### src/rtl/fcore_pkg.sv
package fcore_pkg;
   localparam int unsigned SUBW = 16;
   localparam int unsigned NSUB = 8;

   typedef logic [SUBW-1:0] sub_t;

   typedef struct packed {
      logic [2*SUBW-1:0] kl;
      logic [3*SUBW-1:0] ko;
      logic [3*SUBW-1:0] ki;
   } rkeys_t;

   function automatic sub_t rotl(input sub_t x, input int unsigned n);
      return sub_t'((x << n) | (x >> (SUBW - n)));
   endfunction

   function automatic sub_t mask_word(input int unsigned idx);
      case (idx)
         0: return 16'h0123;
         1: return 16'h4567;
         2: return 16'h89AB;
         3: return 16'hCDEF;
         4: return 16'hFEDC;
         5: return 16'hBA98;
         6: return 16'h7654;
         default: return 16'h3210;
      endcase
   endfunction
endpackage

### src/rtl/fcore_fl.sv
module fcore_fl #(
   parameter int unsigned HALF_W = 32
) (
   input  logic [HALF_W-1:0] x,
   input  logic [HALF_W-1:0] kl,
   output logic [HALF_W-1:0] y
);
   localparam int unsigned Q = HALF_W / 2;

   logic [Q-1:0] l_in, r_in, r_and, l_or, r_mix, l_mix;

   assign l_in  = x[HALF_W-1:Q];
   assign r_in  = x[Q-1:0];
   assign r_and = l_in & kl[HALF_W-1:Q];
   assign r_mix = r_in ^ {r_and[Q-2:0], r_and[Q-1]};
   assign l_or  = r_mix | kl[Q-1:0];
   assign l_mix = l_in ^ {l_or[Q-2:0], l_or[Q-1]};
   assign y     = {l_mix, r_mix};
endmodule

### src/rtl/fcore_keysched.sv
module fcore_keysched
   import fcore_pkg::*;
#(
   parameter int unsigned KEY_W = 128,
   parameter int unsigned RND_W = 3
) (
   input  logic [KEY_W-1:0] key,
   input  logic [RND_W-1:0] rnd,
   output rkeys_t           sk
);
   sub_t kw [NSUB];
   sub_t kx [NSUB];

   for (genvar w = 0; w < NSUB; w++) begin : g_words
      assign kw[w] = key[KEY_W-1-w*SUBW -: SUBW];
      assign kx[w] = kw[w] ^ mask_word(w);
   end

   always_comb begin
      sk.kl = {rotl(kw[3'(rnd)], 1), kx[3'(rnd + 3'd2)]};
      sk.ko = {rotl(kw[3'(rnd + 3'd1)], 5),
               rotl(kw[3'(rnd + 3'd5)], 8),
               rotl(kw[3'(rnd + 3'd6)], 13)};
      sk.ki = {kx[3'(rnd + 3'd4)], kw[3'(rnd + 3'd3)], kw[3'(rnd + 3'd7)]};
   end
endmodule

### src/rtl/fcore_seq.sv
module fcore_seq #(
   parameter int unsigned ROUNDS = 8,
   parameter int unsigned RND_W  = 3
) (
   input  logic             clk,
   input  logic             rst_n,
   input  logic             trig,
   output logic             load,
   output logic             step,
   output logic             busy,
   output logic             done,
   output logic [RND_W-1:0] rnd
);
   localparam logic [RND_W-1:0] LAST = RND_W'(ROUNDS - 1);

   assign load = trig && !busy;
   assign step = busy;

   always_ff @(posedge clk or negedge rst_n) begin
      if (!rst_n) begin
         busy <= 1'b0;
         done <= 1'b0;
         rnd  <= '0;
      end else if (load) begin
         busy <= 1'b1;
         done <= 1'b0;
         rnd  <= '0;
      end else if (step) begin
         rnd <= rnd + 1'b1;
         if (rnd == LAST) begin
            busy <= 1'b0;
            done <= 1'b1;
         end
      end
   end
endmodule

### src/rtl/feistel_round_core.sv
module feistel_round_core
   import fcore_pkg::*;
#(
   parameter int unsigned BLOCK_W = 64,
   parameter int unsigned KEY_W   = 128,
   parameter int unsigned ROUNDS  = 8
) (
   input  logic                 clk,
   input  logic                 rst_n,
   input  logic                 trig,
   input  logic [BLOCK_W-1:0]   din,
   input  logic [KEY_W-1:0]     key,
   output logic [BLOCK_W-1:0]   dout,
   output logic                 done,
   output logic [BLOCK_W/2-1:0] fo_in,
   output logic [3*SUBW-1:0]    fo_ko,
   output logic [3*SUBW-1:0]    fo_ki,
   input  logic [BLOCK_W/2-1:0] fo_out
);
   localparam int unsigned HALF_W = BLOCK_W / 2;
   localparam int unsigned RND_W  = $clog2(ROUNDS);

   if (ROUNDS != 8 || BLOCK_W != 4 * SUBW || KEY_W != NSUB * SUBW) begin : g_bad_cfg
      $error("feistel_round_core: unsupported ROUNDS/BLOCK_W/KEY_W");
   end

   logic              load, step, busy;
   logic [RND_W-1:0]  rnd;
   logic [HALF_W-1:0] left, right, fl_in, fl_out, rfun;
   logic [KEY_W-1:0]  key_q;
   logic              odd_rnd;
   rkeys_t            sk;

   fcore_seq #(.ROUNDS(ROUNDS), .RND_W(RND_W)) u_seq (
      .clk(clk), .rst_n(rst_n), .trig(trig), .load(load), .step(step),
      .busy(busy), .done(done), .rnd(rnd)
   );

   fcore_keysched #(.KEY_W(KEY_W), .RND_W(RND_W)) u_ks (
      .key(key_q), .rnd(rnd), .sk(sk)
   );

   fcore_fl #(.HALF_W(HALF_W)) u_fl (
      .x(fl_in), .kl(sk.kl), .y(fl_out)
   );

   assign odd_rnd = (rnd[0] == 1'b0);
   assign fl_in   = odd_rnd ? left   : fo_out;
   assign fo_in   = odd_rnd ? fl_out : left;
   assign rfun    = odd_rnd ? fo_out : fl_out;
   assign fo_ko   = sk.ko;
   assign fo_ki   = sk.ki;

   always_ff @(posedge clk or negedge rst_n) begin
      if (!rst_n) begin
         left  <= '0;
         right <= '0;
         key_q <= '0;
      end else if (load) begin
         left  <= din[BLOCK_W-1:HALF_W];
         right <= din[HALF_W-1:0];
         key_q <= key;
      end else if (step) begin
         left  <= right ^ rfun;
         right <= left;
      end
   end

   assign dout = {left, right};
endmodule

### config.mk
export PLATFORM = sky130hd
export DESIGN_NAME = feistel_round_core
export DESIGN_NICKNAME = d
export VERILOG_FILES = /design/src/rtl/fcore_pkg.sv /design/src/rtl/fcore_fl.sv /design/src/rtl/fcore_keysched.sv /design/src/rtl/fcore_seq.sv /design/src/rtl/feistel_round_core.sv
export SDC_FILE = /design/constraint.sdc
export NUM_CORES = 1
export LEC_CHECK = 0
export BUFFER_PORTS_ARGS = -buffer_cell sky130_fd_sc_hd__buf_2
export CAP_MARGIN = 25
export CELL_PAD_IN_SITES_DETAIL_PLACEMENT = 0
export CELL_PAD_IN_SITES_GLOBAL_PLACEMENT = 1
export CORE_MARGIN = 1.5
export CORE_UTILIZATION = 25
export DETAILED_ROUTE_END_ITERATION = 8
export GPL_TIMING_DRIVEN = 0
export PLACE_DENSITY = 0.63
export SKIP_LAST_GASP = 1
export SYNTH_ARGS = -nofsm -noshare
export SYNTH_HDL_FRONTEND = slang
export SYNTH_SLANG_ARGS = --single-unit
### constraint.sdc
create_clock -name clk -period 4.55 [get_ports clk]
set_input_delay 0.6825 -clock clk [delete_from_list [all_inputs] [get_ports clk]]
set_output_delay 0.6825 -clock clk [all_outputs]
set_load 0.01 [all_outputs]
==> results.ini <==
[floorplanning]
die_w_um = 250
fp.dieH_um = 250
rows = 90
dieArea_mm2 = 0.0626
core_area_mm2 = 0.0604
start_util_pct = 25.3
io_pins = 420

[cells_and_area]
syn_to_final_growth_pct = 25.9
final_cell_mix = 432 x buf_2, 215 x nand2_1, 197 x dfrtp_1
fin_nets = 2109
fillCellCount = 6369
final_common_cell = buf_2
drive_above_1_share_pct = 43.2

[clock_tree]
htree_levels = 4
cts_sinks = 197
clk_path_buf_depth = 2
clk_pin_slew_ps = 90
root_buffer = clkbuf_16
cts_tree = done
numCtsBuffers = 17
clk_latency_ps = 520

[sta]
slew_headroom_pct = 28.2
drv_slew = 0
min_period_ps = 4540
finClkSkew_ps = 16.4
setup_slack_ps = 11.2
final-setup-viol-count = 0
tightestPinTransition_ps = 1080
max_freq_mhz = 220
hold_viol_final = 0
finalCritPeriodShare_pct = 99.8
setup_tns_ps = 0
rsz0062_at_grt = yes

[setup_path]
rr_worst_depth = 8
path_class = register to primary output
rr_endpoint = left[27]
end_kind = primary output
rr_startpoint = u_seq.rnd[2]
crit_start = u_seq.rnd[2]
crit_path_end = fo_in[27]
cp_max_fo = 10
startpoint_type = register
ff2ff_setup_slack_ps = 1190
cp.arrival_ps = 3860
cp.required_ps = 3870

[routing]
drc = 0
wl_per_cell_um = 31.3
routed_via_density = 5.45
ant_nets = 0
first_iter_violations = 1309
detail_route.first_pass.iterations = 5
drt-total-wl_um = 83600
route.vias.total = 14600

[synth]
ys_ff_latch = 197
async_reset_ff_share_pct = 100
syn_inst = 1428
ys_seq_area_share_pct = 32.3
yosysUniqueCellTypes = 57
synth_edf_count = 0
netlist_area_mm2 = 0.0153
yosys_warnings = 0
syn_area_per_cell_um2 = 10.7
ys.flop_type = dfrtp_1
syn_nets = 1659

[placed_design]
pre_cts_ws_ps = -1500
gp_congestion = 0.900
portBuffers = 418
dp_hpwl_um = 65200

[global_route]
grt_usage_pct = 26.5
overflow = 0
grt_pass1_wl_um = 115000
antenna_found_initial = 3
grt_max_degree = 71
grt_pass1_vias = 14600

[flow_run]
timing.max_cap.violations = 0

[status]
status = finished, final reports clean

[worst_hold_path]
holdCritPathClass = input pin to async pin

## registers in the layout, indices dropped and copies added, names as in the netlist
signal      cells
left           32
key_q         128
right          32
u_seq.rnd       3
u_seq.busy      1
u_seq.done      1
## cell families (layout without fill, tap and decap cells)
kind of cell | Yosys count | after routing | share of synthesized area (%)
XOR/XNOR | 89 | 89 | 5.11
AND/OR/NAND/NOR | 346 | 346 | 9.49
AO/OA/AOI/OAI | 210 | 210 | 8.24
flip-flops | 197 | 197 | 32.3
adder cells (fa/ha/maj) | 4 | 4 | 0.328
other | 0 | 2 | 0
buffers and inverters | 153 | 615 | 5.08
multiplexers | 429 | 429 | 39.5
## critical path, cell delays in order (launching register included)
cell and delay, ps:
dfrtp_1 470, buf_6 210, clkinv_1 260, buf_1 740, mux4_2 430, mux2_2 380, a21oi_2 310, nor2_1 100
xor2_1 230, buf_2 180
## per-stage QoR
| step | hold slack, ps | util, % | area (µm²) | cells |
|---|---|---|---|---|
| 4_1_cts | 131 | 31.8 | 19200 | 2673 |
| 5_1_grt | 157 | 31.8 | 19200 | 2672 |
| 6_report | 119 | 31.8 | 19200 | 2674 |
| 2_1_floorplan | 387 | - | 15300 | 1428 |
| 3_3_place_gp | 508 | 30.4 | 18300 | 2628 |
| 3_5_place_dp | 526 | 30.8 | 18600 | 2642 |
## per-layer routing
metal	vias up	routed length (µm)	GRT usage, %	share of wire [%]
met5	-	0	0	0
met4	0	3010	10.4	3.6
met3	126	7300	6.20	8.7
met2	915	39200	42.6	47
met1	7437	34100	34.3	41
li1	6099	-	-	-
## synth_stat cells, drive strengths merged (5+ instances only)
cell / instances / area share, %
a211oi: 5 / 0.25
nor3b: 10 / 0.49
mux4: 122 / 18
o211ai: 10 / 0.49
xor2: 36 / 2.1
inv: 42 / 1.0
nor2b: 5 / 0.20
a21oi: 23 / 0.83
clkbuf: 59 / 1.9
nor3: 5 / 0.16
mux2i: 149 / 9.8
or3: 13 / 0.54
a31oi: 6 / 0.25
mux2: 158 / 12
o22ai: 15 / 0.61
buf: 51 / 2.2
nor2: 71 / 1.7
o21ai: 113 / 3.7
nand2b: 7 / 0.29
dfrtp: 197 / 32
nand2: 216 / 5.3
nand3: 8 / 0.26
xnor2: 53 / 3.0
o21a: 7 / 0.34
and2: 8 / 0.33
## cell type report
type / instances / area (µm²) / share of cell area (%)
inverter: 43 / 168 / 0.872
buffer: 108 / 697 / 3.63
clock inverter: 13 / 115 / 0.599
tap: 782 / 978 / 5.09
antenna: 2 / 5.00 / 0.0260
multi-input combinational: 1078 / 9570 / 49.8
timing repair buffer: 433 / 2320 / 12.1
sequential: 197 / 4930 / 25.7
clock buffer: 18 / 429 / 2.23
## worst min path at each step
stage,end,slack [ps]
after floorplan,key_q[0],390
after global placement,u_seq.done,510
after detailed placement,u_seq.done,530
after CTS,right[18],130
after global routing,right[18],160
final,right[18],120
## what timing repair did
item | in CTS | in global routing
gates resized for setup | 41 | 9
pin swaps | 0 | 0
setup endpoints to repair | 104 | 64
buffers inserted | 1 | 0
hold buffers | 0 | 0
Power is left out: the tool's default activity adds up to more than one toggle a clock period on the data nets, which glitch-free logic cannot reach.
